$ cat src/rtl/sermem_pkg.sv
package sermem_pkg;
   typedef enum logic [2:0] {
      PH_IDLE  = 3'd0,
      PH_RX    = 3'd1,
      PH_RXACK = 3'd2,
      PH_TX    = 3'd3,
      PH_TXACK = 3'd4
   } phase_t;

   typedef enum logic [1:0] {
      BK_SEL  = 2'd0,
      BK_AHI  = 2'd1,
      BK_ALO  = 2'd2,
      BK_DATA = 2'd3
   } bkind_t;
endpackage

$ cat src/rtl/sermem_sync.sv
module sermem_sync #(
   parameter int W      = 2,
   parameter int STAGES = 2
) (
   input  logic         clk,
   input  logic         rst_n,
   input  logic [W-1:0] d,
   output logic [W-1:0] q
);
   localparam int CHAIN_W = W * STAGES;

   generate
      if (STAGES == 1) begin : g_single
         logic [W-1:0] r;
         always_ff @(posedge clk or negedge rst_n) begin
            if (!rst_n) r <= '1;
            else        r <= d;
         end
         assign q = r;
      end else begin : g_chain
         logic [CHAIN_W-1:0] chain;
         always_ff @(posedge clk or negedge rst_n) begin
            if (!rst_n) chain <= '1;
            else        chain <= {chain[CHAIN_W-W-1:0], d};
         end
         assign q = chain[CHAIN_W-1 -: W];
      end
   endgenerate
endmodule

$ cat src/rtl/sermem_cond.sv
module sermem_cond (
   input  logic clk,
   input  logic rst_n,
   input  logic scl,
   input  logic sda,
   output logic ev_start,
   output logic ev_stop,
   output logic ev_rise,
   output logic ev_fall
);
   logic scl_p, sda_p;

   always_ff @(posedge clk or negedge rst_n) begin
      if (!rst_n) begin
         scl_p <= 1'b1;
         sda_p <= 1'b1;
      end else begin
         scl_p <= scl;
         sda_p <= sda;
      end
   end

   assign ev_start = scl & scl_p & sda_p & ~sda;
   assign ev_stop  = scl & scl_p & ~sda_p & sda;
   assign ev_rise  = scl & ~scl_p;
   assign ev_fall  = ~scl & scl_p;
endmodule

$ cat src/rtl/sermem_addr.sv
module sermem_addr #(
   parameter int ADDR_W = 15,
   parameter int PAGE_W = 6
) (
   input  logic              clk,
   input  logic              rst_n,
   input  logic              load,
   input  logic [ADDR_W-1:0] load_val,
   input  logic              inc_seq,
   input  logic              inc_page,
   output logic [ADDR_W-1:0] ptr
);
   localparam logic [ADDR_W-1:0] ONE = ADDR_W'(1);

   logic [ADDR_W-1:0] page_next;

   generate
      if (PAGE_W >= ADDR_W) begin : g_flat
         assign page_next = ptr + ONE;
      end else begin : g_paged
         localparam logic [PAGE_W-1:0] PONE = PAGE_W'(1);
         assign page_next = {ptr[ADDR_W-1:PAGE_W], ptr[PAGE_W-1:0] + PONE};
      end
   endgenerate

   always_ff @(posedge clk or negedge rst_n) begin
      if (!rst_n)        ptr <= '0;
      else if (load)     ptr <= load_val;
      else if (inc_seq)  ptr <= ptr + ONE;
      else if (inc_page) ptr <= page_next;
   end
endmodule

$ cat src/rtl/sermem_slave.sv
module sermem_slave
   import sermem_pkg::*;
#(
   parameter int          ADDR_W      = 15,
   parameter int          PAGE_W      = 6,
   parameter int          SYNC_STAGES = 2,
   parameter logic [3:0]  TYPE_CODE   = 4'b1010
) (
   input  logic              clk,
   input  logic              rst_n,
   input  logic              scl_in,
   input  logic              sda_in,
   output logic              sda_oe,
   input  logic [2:0]        dev_strap,
   input  logic              wr_prot,
   input  logic              wr_busy,
   output logic [ADDR_W-1:0] mem_addr,
   input  logic [7:0]        mem_rdata,
   output logic              mem_we,
   output logic [7:0]        mem_wdata
);
   localparam logic [3:0] CNT_BYTE = 4'd8;
   localparam logic [3:0] CNT_LAST = 4'd7;
   localparam logic [3:0] CNT_ONE  = 4'd1;

   generate
      if (ADDR_W < 8 || ADDR_W > 16) begin : g_bad_addr_w
         $error("sermem_slave: ADDR_W must lie in 8..16");
      end
      if (PAGE_W < 1 || PAGE_W > ADDR_W) begin : g_bad_page_w
         $error("sermem_slave: PAGE_W must lie in 1..ADDR_W");
      end
      if (SYNC_STAGES < 1) begin : g_bad_sync
         $error("sermem_slave: SYNC_STAGES must be at least 1");
      end
   endgenerate

   // bus sampling and condition detection
   logic [1:0] sync_q;
   logic       scl_s, sda_s;
   logic       ev_start, ev_stop, ev_rise, ev_fall;

   sermem_sync #(.W(2), .STAGES(SYNC_STAGES)) u_sync (
      .clk   (clk),
      .rst_n (rst_n),
      .d     ({scl_in, sda_in}),
      .q     (sync_q)
   );
   assign scl_s = sync_q[1];
   assign sda_s = sync_q[0];

   sermem_cond u_cond (
      .clk      (clk),
      .rst_n    (rst_n),
      .scl      (scl_s),
      .sda      (sda_s),
      .ev_start (ev_start),
      .ev_stop  (ev_stop),
      .ev_rise  (ev_rise),
      .ev_fall  (ev_fall)
   );

   // phase machine state
   phase_t     phase_q;
   bkind_t     kind_q;
   logic [3:0] cnt_q;
   logic [7:0] rxsr_q, txsr_q, hi_q, wd_q;
   logic       ack_q, rd_q, mack_q, we_q;

   logic              byte_done, sel_match, quiet;
   logic              ld_ptr, tx_load;
   logic [15:0]       addr_full;
   logic [ADDR_W-1:0] ptr;

   assign quiet     = ~ev_start & ~ev_stop;
   assign byte_done = quiet && (phase_q == PH_RX) && ev_fall && (cnt_q == CNT_BYTE);
   assign sel_match = (rxsr_q[7:4] == TYPE_CODE) && (rxsr_q[3:1] == dev_strap) && !wr_busy;
   assign addr_full = {hi_q, rxsr_q};
   assign ld_ptr    = byte_done && (kind_q == BK_ALO);
   assign tx_load   = quiet && ev_fall &&
                      (((phase_q == PH_RXACK) && (kind_q == BK_SEL) && rd_q) ||
                       ((phase_q == PH_TXACK) && mack_q));

   sermem_addr #(.ADDR_W(ADDR_W), .PAGE_W(PAGE_W)) u_addr (
      .clk      (clk),
      .rst_n    (rst_n),
      .load     (ld_ptr),
      .load_val (addr_full[ADDR_W-1:0]),
      .inc_seq  (tx_load),
      .inc_page (we_q),
      .ptr      (ptr)
   );

   always_ff @(posedge clk or negedge rst_n) begin
      if (!rst_n) begin
         phase_q <= PH_IDLE;
         kind_q  <= BK_SEL;
         cnt_q   <= '0;
         rxsr_q  <= '0;
         txsr_q  <= '1;
         hi_q    <= '0;
         wd_q    <= '0;
         ack_q   <= 1'b0;
         rd_q    <= 1'b0;
         mack_q  <= 1'b0;
         we_q    <= 1'b0;
      end else begin
         we_q <= 1'b0;
         if (ev_start) begin
            phase_q <= PH_RX;
            kind_q  <= BK_SEL;
            cnt_q   <= '0;
            ack_q   <= 1'b0;
         end else if (ev_stop) begin
            phase_q <= PH_IDLE;
            ack_q   <= 1'b0;
         end else begin
            case (phase_q)
               PH_RX: begin
                  if (ev_rise) begin
                     rxsr_q <= {rxsr_q[6:0], sda_s};
                     cnt_q  <= cnt_q + CNT_ONE;
                  end
                  if (byte_done) begin
                     case (kind_q)
                        BK_SEL: begin
                           if (sel_match) begin
                              ack_q   <= 1'b1;
                              rd_q    <= rxsr_q[0];
                              phase_q <= PH_RXACK;
                           end else begin
                              phase_q <= PH_IDLE;
                           end
                        end
                        BK_AHI: begin
                           hi_q    <= rxsr_q;
                           ack_q   <= 1'b1;
                           phase_q <= PH_RXACK;
                        end
                        BK_ALO: begin
                           ack_q   <= 1'b1;
                           phase_q <= PH_RXACK;
                        end
                        default: begin
                           ack_q   <= !wr_prot;
                           we_q    <= !wr_prot;
                           wd_q    <= rxsr_q;
                           phase_q <= PH_RXACK;
                        end
                     endcase
                  end
               end
               PH_RXACK: begin
                  if (ev_fall) begin
                     ack_q <= 1'b0;
                     cnt_q <= '0;
                     if (kind_q == BK_SEL && rd_q) begin
                        phase_q <= PH_TX;
                        txsr_q  <= mem_rdata;
                     end else begin
                        phase_q <= PH_RX;
                        case (kind_q)
                           BK_SEL:  kind_q <= BK_AHI;
                           BK_AHI:  kind_q <= BK_ALO;
                           default: kind_q <= BK_DATA;
                        endcase
                     end
                  end
               end
               PH_TX: begin
                  if (ev_fall) begin
                     if (cnt_q == CNT_LAST) begin
                        phase_q <= PH_TXACK;
                        cnt_q   <= '0;
                     end else begin
                        txsr_q <= {txsr_q[6:0], 1'b1};
                        cnt_q  <= cnt_q + CNT_ONE;
                     end
                  end
               end
               PH_TXACK: begin
                  if (ev_rise) mack_q <= !sda_s;
                  if (ev_fall) begin
                     if (mack_q) begin
                        phase_q <= PH_TX;
                        txsr_q  <= mem_rdata;
                     end else begin
                        phase_q <= PH_IDLE;
                     end
                  end
               end
               default: ;
            endcase
         end
      end
   end

   assign sda_oe    = ((phase_q == PH_RXACK) && ack_q) || ((phase_q == PH_TX) && !txsr_q[7]);
   assign mem_addr  = ptr;
   assign mem_we    = we_q;
   assign mem_wdata = wd_q;
endmodule

$ cat config.mk
export PLATFORM = sky130hd
export DESIGN_NAME = sermem_slave
export DESIGN_NICKNAME = d
export VERILOG_FILES = /design/src/rtl/sermem_pkg.sv /design/src/rtl/sermem_sync.sv /design/src/rtl/sermem_cond.sv /design/src/rtl/sermem_addr.sv /design/src/rtl/sermem_slave.sv
export SDC_FILE = /design/constraint.sdc
export NUM_CORES = 1
export LEC_CHECK = 0
export BUFFER_PORTS_ARGS = -buffer_cell sky130_fd_sc_hd__buf_2
export CORE_UTILIZATION = 40
export CTS_CLUSTER_DIAMETER = 60
export DETAILED_ROUTE_END_ITERATION = 6
export MAX_ROUTING_LAYER = met4
export PLACE_DENSITY = 0.63
export SETUP_SLACK_MARGIN = 0.2
export SYNTH_ARGS = -nofsm -noshare
export SYNTH_HDL_FRONTEND = slang
export SYNTH_SLANG_ARGS = --single-unit
$ cat constraint.sdc
create_clock -name clk -period 1.95 [get_ports clk]
set_input_delay 0.39 -clock clk [delete_from_list [all_inputs] [get_ports clk]]
set_output_delay 0.39 -clock clk [all_outputs]
set_load 0.02 [all_outputs]
After elaboration in Yosys (flattened, before gate mapping). Cells that the tools add are included.

$add $sub $neg: 3. Equality and inequality tests: 27. Multipliers: 0. Divide/modulo/power cells: 0. Reduce and logical (&&, ||, !) cells: 41. Mux-type cells: 47. Bitwise operators: 15. Shift operators: 0. Order comparisons: 0.

Operators by type and width (number): two-way mux 8 bit (6); two-way mux 15 bit (2); two-way mux 3 bit (8); two-way mux 4 bit (6); one-hot mux 8 bit (3 select lines) (1); inequality test 4 bit, second input constant (5); two-way mux 2 bit (8); inequality test 2 bit, second input constant (8); AND reduction 4 bit (4); adder 15 x 1 -> 15 bit, second input constant (1); AND reduction 5 bit (3); logical AND 1 bit (14); one-hot mux 3 bit (4 select lines) (1); one-hot mux 4 bit (3 select lines) (1); AND reduction 6 bit (2); two-way mux 1 bit (10); inequality test 3 bit, second input constant (3); AND reduction 9 bit (1); bitwise AND 1 bit (8); == test 4 bit, second input constant (2); nonzero test 4 bit (2); inverter 1 bit (7); adder 6 x 1 -> 6 bit, second input constant (1); == test 3 x 2 -> 1 bit, second input constant (2); other kinds (19) (27).

Bits in writable memories: 0. Memories kept: 0. Memory bits (read-only): 0. Bits of input ports: 17. Latch bits: 0. Register bits: 65.

Logic depth before layout (Yosys ltp). Gate-level depths: netlist of the first run.

Depth in word-level cells: 12. Mapped depth: 8.

Modules after synthesis. From an unflattened synthesis of the first run, not the netlist that was laid out.

Cell total of the unflattened synthesis: 294. Area total of the unflattened synthesis: 3334.4 µm².

By module, submodules not included: sermem_slave (instances 1, seq. area each 1111.1 µm², cells each 176, area each 2190.9 µm²); sermem_addr (instances 1, seq. area each 375.4 µm², cells each 106, area each 935.9 µm²); sermem_sync (instances 1, seq. area each 105.1 µm², cells each 6, area each 120.1 µm²); sermem_cond (instances 1, seq. area each 52.6 µm², cells each 6, area each 87.6 µm²).

Worst setup path before layout of the first run. Ideal clock, no wire load.

Path kind: register to register. From: reg cnt_q[0]. To: reg hi_q[0]. Cell stages (with the launch flop): 8. Slack: 0.048 ns. Data required time: 1.825 ns. Library setup time: 0.125 ns. Arrival: 1.777 ns. Path through: dfrtp_1 > inv_1 > ha_1 > and3b_1 > nand3_1 > or3b_2 > buf_2 > mux2_2.

Word-level cells in the longest chain between the ends: 3.

RTL lines: from (decl) (line sermem_slave.sv:66) `logic [3:0] cnt_q;`; from (signal assigned) (line sermem_slave.sv:122) `cnt_q <= cnt_q + CNT_ONE;`; from (signal assigned) (line sermem_slave.sv:177) `cnt_q <= cnt_q + CNT_ONE;`; == test 4 bit (line sermem_slave.sv:76) `assign byte_done = quiet && (phase_q == PH_RX) && ev_fall && (cnt_q == CNT_BYTE);`; logical AND 1 bit (line sermem_slave.sv:76); AND reduction 5 bit (no line); to (signal assigned) (line sermem_slave.sv:136) `hi_q <= rxsr_q;`; to (decl) (line sermem_slave.sv:67) `logic [7:0] rxsr_q, txsr_q, hi_q, wd_q;`.

Every way passes these cells. A chain may end at the register's enable or synchronous reset.

Final worst setup path of the first run.
From: reg phase_q[2]. To: reg u_addr.ptr[0].

Word-level cells in the longest chain between the ends: 7.

RTL lines: from (decl) (line sermem_slave.sv:64) `phase_t phase_q;`; from (signal assigned) (line sermem_slave.sv:96) `phase_q <= PH_IDLE;`; from (signal assigned) (line sermem_slave.sv:110) `phase_q <= PH_RX;`; from (signal assigned) (line sermem_slave.sv:115) `phase_q <= PH_IDLE;`; == test 3 x 2 -> 1 bit (line sermem_slave.sv:81) `(((phase_q == PH_RXACK) && (kind_q == BK_SEL) && rd_q) ||`; logical AND 1 bit (2 in a row) (line sermem_slave.sv:81); logical OR 1 bit (line sermem_slave.sv:81); logical AND 1 bit (line sermem_slave.sv:80) `assign tx_load = quiet && ev_fall &&`; two-way mux 15 bit (line sermem_addr.sv:29) `else if (inc_seq) ptr <= ptr + ONE;`; two-way mux 15 bit (line sermem_addr.sv:28) `else if (load) ptr <= load_val;`; to (signal assigned) (line sermem_addr.sv:28); to (signal assigned) (line sermem_addr.sv:29); to (signal assigned) (line sermem_addr.sv:30) `else if (inc_page) ptr <= page_next;`; to (decl) (line sermem_addr.sv:11) `output logic [ADDR_W-1:0] ptr`.

Several ways; a longest one is shown, not always the timed one. The select of a mux whose other input is x is not followed.

==> results list, run 1 <==
* Run status: complete, no violations
- Synthesized instance count: 301
- Async S/R FF share, synth: 100%
* CTS tree: done
- Counting flops with a built-in enable in the synthesized netlist gives 0.
- Nets in the synthesized netlist: 321
- The via count of the first global-routing pass came to 2716.
- sky130_fd_sc_hd__dfrtp_1 takes more of the synthesized area than any other cell.
- The number of antenna diodes in the final layout is 0.
- Unrepaired setup endpoints after global routing: true
- Ports placed on the boundary: 42
- STA classifies the critical path startpoint as a flop.
- The average instance in the mapped netlist occupies 11.1 sq um.
- Global routing finished with a remaining overflow of 0.
- The floorplan step set the die height to 93.3 um.
* Achievable clock frequency: 0.529 GHz
- Vias post-DR: 2914
* CTS root buf: sky130_fd_sc_hd__clkbuf_8
- The share of the Yosys chip area taken by registers is 49.3%.
- The layout has 616 filler cells.
- CTS saw 65 sinks.
- Once the floorplan was initialized, standard cells occupied 42.3% of the core.
- After the first detailed-routing iteration, the DRC count stood at 226.
* Total Die Area: 8700 sq um
- The critical path is of the reg2reg type.
- Synthesis warning total: 0
- The analysis attributes to cell leakage a power of 2.17 nW.
* Via/cell ratio: 5.82
* Number of setup violations in the final report: 0
- Arrival time of data at the critical path endpoint: 2140 ps
* Clk_skew: 14.6 ps
* Sum of routed wire length over all layers: 9.04 mm
* Period utilization: 97.0%
* Classification of the worst-slack hold path: in2async
- No sink is reached through more buffers than the 2 on the longest clock path.
- In the global route stage, overall resource usage came out at 21.6%.
- Summed instance area of the synthesized netlist: 3330 sq um
* DRC violation count after routing: 0
* Slew @ Worst Pin: 440 ps
- Number of iterations in the first detailed-routing pass: 5
- Counting flops and latches in the post-synthesis netlist gives 65.
- Maximum fanout along the worst path: 5
* Number of distinct library cells after synthesis: 56
- Summed over all failing endpoints, the final setup total negative slack is 0 ps.
* Crit path time final: 1890 ps
* Synth top area cells: sky130_fd_sc_hd__dfrtp_1 38%, sky130_fd_sc_hd__mux2_2 13%, sky130_fd_sc_hd__dfstp_2 11%
* Core Footprint: 7890 sq um
- Across the whole layout, storage elements account for 1650 sq um.
* Signed area change from the synthesized netlist to the final layout: 39.0%
- Relative max-transition margin: 70.6%
- Clock latency at the later pin of the worst-skew pair: 360 ps
- For this design the ratio of total power to cell area is 811 nW/um^2.
- Antenna violations before repair: 0
* H-tree levels: 3
* Number of buffer cells added on primary ports: 41
- Hold is met by 41.1 ps.
- Final hold violation count: 0
* HPWL after DPL: 5.36 mm
- Routability-driven placement finished with a final weighted congestion of 0.881.
- Data on the critical path is required at its endpoint by 2200 ps.
- After the last flow step, the layout net total stands at 414.
* Post-layout util: 58.8%
- Buffers inserted during clock tree synthesis total 9.
- After floorplanning, the core was divided into 32 placement rows.
- Cells with a size suffix above 1 make up 55.9% of the layout.
- Area share of the leading cell type in the synthesized netlist: 38.3%
- Total power: 0.00376 W
* Worst-case vdd ir drop: 0.412 mV
- Maximum capacitance violations: 0
- Remaining antenna violation count after routing: 0
- The most used flip-flop cell after synthesis is sky130_fd_sc_hd__dfrtp_1.
- Largest net degree at the start of global routing: 66
- Clock-pin slew was measured on the worst setup and hold paths at 80 ps.
- From left edge to right edge, the die measures 93.3 um.
- The multi-input combinational cells in the finished layout cover a total of 1950 sq um.
- Wire length of the first global-routing pass: 13.8 mm
- Wire per inst: 18.0 um
* Pins Over Slew Limit: 0
* Critical path capture point type: flop
==> Yosys cell counts, types with 5 or more instances <==
cell and n:
sky130_fd_sc_hd__nor4_1 5, sky130_fd_sc_hd__buf_2 5, sky130_fd_sc_hd__o21ai_0 11, sky130_fd_sc_hd__dfrtp_1 51, sky130_fd_sc_hd__dfstp_2 14, sky130_fd_sc_hd__nand2b_1 10, sky130_fd_sc_hd__clkbuf_1 7, sky130_fd_sc_hd__nand2_1 22
sky130_fd_sc_hd__a21oi_1 12, sky130_fd_sc_hd__xor2_1 5, sky130_fd_sc_hd__a31oi_1 9, sky130_fd_sc_hd__nand3_1 6, sky130_fd_sc_hd__nand4_1 8, sky130_fd_sc_hd__nor2_1 19, sky130_fd_sc_hd__mux2_2 39, sky130_fd_sc_hd__nor3_1 6
sky130_fd_sc_hd__and3_1 5
==> layout by cell type, fill, tap and decap left out, types with 9 or more instances in the layout <==
cell type / netlist / layout
sky130_fd_sc_hd__buf_2: 5 / 40
sky130_fd_sc_hd__buf_4: 1 / 38
sky130_fd_sc_hd__buf_6: 0 / 14
sky130_fd_sc_hd__dfrtp_1: 51 / 46
sky130_fd_sc_hd__mux2_4: 0 / 18
sky130_fd_sc_hd__dfstp_2: 14 / 14
sky130_fd_sc_hd__nand2_1: 22 / 18
sky130_fd_sc_hd__mux2_2: 39 / 21
sky130_fd_sc_hd__a21oi_1: 12 / 9
sky130_fd_sc_hd__clkbuf_8: 0 / 10
sky130_fd_sc_hd__nor2_1: 19 / 15
==> power by group <==
| part | internal [W] | switching, W | total, W |
|---|---|---|---|
| Sequential | 0.00150 | 0.000199 | 0.00170 |
| Combinational | 0.000451 | 0.000399 | 0.000851 |
| Clock | 0.000627 | 0.000580 | 0.00121 |
==> logic make-up after synthesis <==
group                    after synthesis  synth area share (%)
XOR/XNOR                               8                  2.10
buffers and inverters                 16                  2.10
AND/OR/NAND/NOR                      108                  19.2
flip-flops                            65                  49.3
multiplexers                          43                  14.4
adder cells (fa/ha/maj)                3                  1.13
AO/OA/AOI/OAI                         58                  11.8
==> sequential cells by signal (all words and copies together) (netlist names) <==
signal,count
u_cond.sda_p,1
mem_we,1
cnt_q,4
rd_q,1
mack_q,1
u_addr.ptr,15
kind_q,2
u_cond.scl_p,1
ack_q,1
mem_wdata,8
u_sync.g_chain.chain,4
rxsr_q,8
txsr_q,8
hi_q,7
phase_q,3
==> metrics by stage <==
stage | setup WS, ps | instances | cell area [sq um]
2_1_floorplan | 164 | 301 | 3360
3_3_place_gp | 109 | 453 | 3810
3_5_place_dp | 16.6 | 453 | 3810
4_1_cts | 94.0 | 479 | 4290
5_1_grt | 15.3 | 501 | 4630
6_report | 58.4 | 501 | 4630
==> worst max-delay path, cell delays in order (launching register included) <==
cell,delay (ps)
sky130_fd_sc_hd__dfrtp_2,450
sky130_fd_sc_hd__buf_6,130
sky130_fd_sc_hd__buf_6,120
sky130_fd_sc_hd__nor3b_4,210
sky130_fd_sc_hd__buf_4,150
sky130_fd_sc_hd__nand4_1,180
sky130_fd_sc_hd__a221oi_2,270
sky130_fd_sc_hd__a21oi_1,70
sky130_fd_sc_hd__a41o_1,200
==> metal layers <==
layer | part of all wire, % | vias up | track usage (%)
met1 | 44 | 1450 | 28.3
met2 | 47 | 121 | 32.0
met3 | 5.4 | 31 | 4.31
met4 | 4.0 | 0 | 10.9
li1 | - | 1312 | -
met5 | 0 | - | -
==> final cells by class <==
type	instances	area share [%]
clock buffer	10	2.97
clock inverter	6	1.46
inverter	3	0.243
multi-input combinational	220	42.0
sequential	65	35.6
tap	102	2.75
timing repair buffer	95	15.0
==> timing repair <==
action	CTS	global route
setup buffers	10	21
gates resized for setup	50	47
hold buffers	0	0
cloned	0	1
pin swaps	16	29
setup endpoints to repair	54	55
==> worst paths after layout <==
kind                       slack [ps]               startpoint                      end  depth (start not counted)
setup / recovery                   60               phase_q[2]            u_addr.ptr[0]                          8
hold / removal                     40                    rst_n                   mack_q                          2
setup reg to reg                   60               phase_q[2]            u_addr.ptr[0]                          8
hold reg to reg                   350  u_sync.g_chain.chain[1]  u_sync.g_chain.chain[3]                          0
max in group asynchronous        1580                    rst_n             u_cond.scl_p                          2
min in group clk                  140                   scl_in  u_sync.g_chain.chain[1]                          1
Power figures use the tool's default switching activity.
==> run 2: changes to the inputs <==
--- a/config.mk
+++ b/config.mk
@@ -6,6 +6,7 @@
 export NUM_CORES = 1
 export LEC_CHECK = 0
 export BUFFER_PORTS_ARGS = -buffer_cell sky130_fd_sc_hd__buf_2
+export CORE_MARGIN = 2
 export CORE_UTILIZATION = 40
 export CTS_CLUSTER_DIAMETER = 60
 export DETAILED_ROUTE_END_ITERATION = 6
==> run 2 against run 1 <==
  * Sequential share of layout area up 1.5 points
  * Critical path type unchanged
  * Critical path depth down 3
  * Combinational power down 4.6%
  * Cell count down 1.8%
  * Highest routed layer unchanged
  * Critical endpoint is now txsr_q[5]
  * Clock skew up 2.2 ps
  * Sequential power about the same
  * Clock power up 6%
==> results list, run 2 (synthesis gave the netlist of run 1 again) <==
- The flow ran to the end, and the final reports show no timing, DRC or antenna violations.
* Largest reg by FF count: u_addr.ptr
- The clock period could shrink to 1850 ps.
- Via/cell ratio: 5.57
- The tool flagged a number of max-cap violations equal to 0.
* CTS root buf: sky130_fd_sc_hd__clkbuf_8
* Ports placed on the boundary: 42
- Clock latency at the later pin of the worst-skew pair: 350 ps
- The H-tree generated during clock tree synthesis spans 3 levels.
* Number of buffers between clock root and the deepest sink: 2
- Unrepaired setup endpoints after global routing: true
* Cell Chain, Critical Path: or4b_4 > a21oi_2 > o21a_1 > buf_12 > mux2_4
- The die is 95.3 um wide.
* Count of inserted antenna diode cells: 0
* Number of iterations in the first detailed-routing pass: 4
* Post-layout util: 54.6%
- Once detail routing completed, the nets flagged for antenna violations numbered 0.
- Drt initial violations: 201
- Number of global-route vias before repair: 2637
- The die covers 9080 sq um.
* Proportion of layout cells with a drive suffix above 1: 50.6%
- The analysis attributes to cell leakage a power of 2.09 nW.
- Wire per inst: 17.1 um
* Hold Path End: u_sync.g_chain.chain[1]
* Startpoint type of the worst setup path: flop
- Chip height: 95.3 um
- The register with the most flip-flops in the layout has 15 of them.
- Signed area change from the synthesized netlist to the final layout: 33.1%
- After layout, the worst setup slack is 102 ps.
* CTS tree: done
* Start of the worst register-to-register path: phase_q[0]
* Final GP Congestion: 0.890
* Inserted Clock Buffers: 9
- Logic depth of the worst register-to-register path: 5
* Post-Route Setup TNS: 0 ps
- Across all register-to-register paths, the minimum setup slack is 100 ps.
- Classification of the worst-slack hold path: in2reg
* Total number of clock tree sinks: 65
* Total number of nets in the final design: 402
- Wire length of the first global-routing pass: 13.3 mm
* Global-route congestion overflow total: 0
* Core Footprint: 8130 sq um
- Category of cells accounting for the largest share of critical-path delay: simple AND/OR/NAND/NOR gates
- Clk_skew: 16.8 ps
- Final hold violation count: 0
- Pre-CTS setup slack: 21.1 ps
- Starting utilization of the core area: 41.0%
- The endpoint identified for the worst register-to-register timing path is txsr_q[5].
- Slew @ Worst Pin: 428 ps
- Worst-case vdd ir drop: 0.537 mV
- Max incr delay on CP: 520 ps
- DRC violation count after routing: 0
* Count of standard-cell rows: 33
- Period utilization: 94.8%
- The critical path in this run is classified as reg2reg.
* Vias post-DR: 2742
- Clock input transition at the sequential cells of the worst setup and hold paths: 90 ps
* Antenna violations before repair: 0
* Required @ worst endpoint: 2220 ps
* Achievable clock frequency: 0.541 GHz
* Relative max-transition margin: 71.3%
* Global router's overall resource usage: 19.5%
* Cell with the largest stage delay on the worst path: sky130_fd_sc_hd__or4b_4
- Worst hold margin: 143 ps
- HPWL after DPL: 5.50 mm
* Sum of routed wire length over all layers: 8.40 mm
- Power per standard cell area: 854 nW/um^2
- Setup violations remaining at the end of the flow were counted as 0.
- In this run the tool buffered the top-level ports with 41 buffer cells.
* Arrival time of data at the critical path endpoint: 2120 ps
* Buffers plus inverters on the worst setup path: 1
- Launch point of the worst hold path: scl_in
- Pins Over Slew Limit: 0
- Entering global routing, the biggest net connects 42 pins.
- The critical path runs through a total of 5 cells.
- The library cell used most frequently in the layout, excluding fill and tap cells, is sky130_fd_sc_hd__dfrtp_1.
- Maximum fanout along the worst path: 8
- Commonest cells after routing, fill and taps aside: 49 x sky130_fd_sc_hd__dfrtp_1, 40 x sky130_fd_sc_hd__buf_2, 36 x sky130_fd_sc_hd__buf_4
* Hold Crit Depth: 1
- The worst setup path is captured at a flop.
[run 2: changes by cell type in the layout (fill, tap and decap cells not counted), moves of 4 or more]
cell                      previous run  this run
sky130_fd_sc_hd__mux2_4             18        14
sky130_fd_sc_hd__buf_6              14         4
sky130_fd_sc_hd__o21ai_1             6         0
sky130_fd_sc_hd__mux2_2             21        25
[run 2: worst reg2reg max path: stages (launching register included)]
cell,delay [ps]
sky130_fd_sc_hd__dfrtp_2,460
sky130_fd_sc_hd__or4b_4,520
sky130_fd_sc_hd__a21oi_2,150
sky130_fd_sc_hd__o21a_1,180
sky130_fd_sc_hd__buf_12,150
sky130_fd_sc_hd__mux2_4,310
[run 2: per-stage QoR]
step / total power (W) / area (sq um) / instances
2_1_floorplan: 0.00206 / 3360 / 301
3_3_place_gp: 0.00228 / 3840 / 459
3_5_place_dp: 0.00230 / 3840 / 459
4_1_cts: 0.00363 / 4210 / 481
5_1_grt: 0.00397 / 4440 / 492
6_report: 0.00379 / 4440 / 492
[run 2: worst max-delay path by stage]
| stage | startpoint | end |
|---|---|---|
| 3_3_place_gp | phase_q[0] | u_addr.ptr[8] |
| 3_5_place_dp | phase_q[0] | u_addr.ptr[0] |
| 4_1_cts | phase_q[0] | txsr_q[5] |
| 5_1_grt | phase_q[1] | phase_q[2] |
| 6_report | phase_q[0] | txsr_q[5] |
| 2_1_floorplan | cnt_q[0] | mem_wdata[0] |
[run 2: routing by layer]
layer | vias up | global-route usage, % | share of wire [%]
met3 | 8 | 2.53 | 4.6
met2 | 80 | 28.6 | 48
met4 | 0 | 7.97 | 1.3
met1 | 1366 | 27.4 | 46
li1 | 1288 | - | -
met5 | - | - | 0
[run 2: layout make-up]
cell class                      instances  area (sq um)
Fill cell                             694          3700
Multi-Input combinational cell        220          1860
Sequential cell                        65          1650
Timing Repair Buffer                   83           566
Clock buffer                           12           199
Tap cell                              105           131
Clock inverter                          4          26.3
Inverter                                3          11.3
[run 2: timing repair]
item,4_1_cts,5_1_grt
gates resized for setup,24,39
setup endpoints to repair,52,56
setup buffers,5,11
hold buffers,1,0
pin swaps,12,13
endpoints found under the hold margin,1,0
[run 2: power breakdown]
| part | internal (W) | switching (W) |
|---|---|---|
| logic | 0.000437 | 0.000375 |
| registers | 0.00150 | 0.000198 |
| clock network | 0.000697 | 0.000584 |
| total | 0.00263 | 0.00116 |
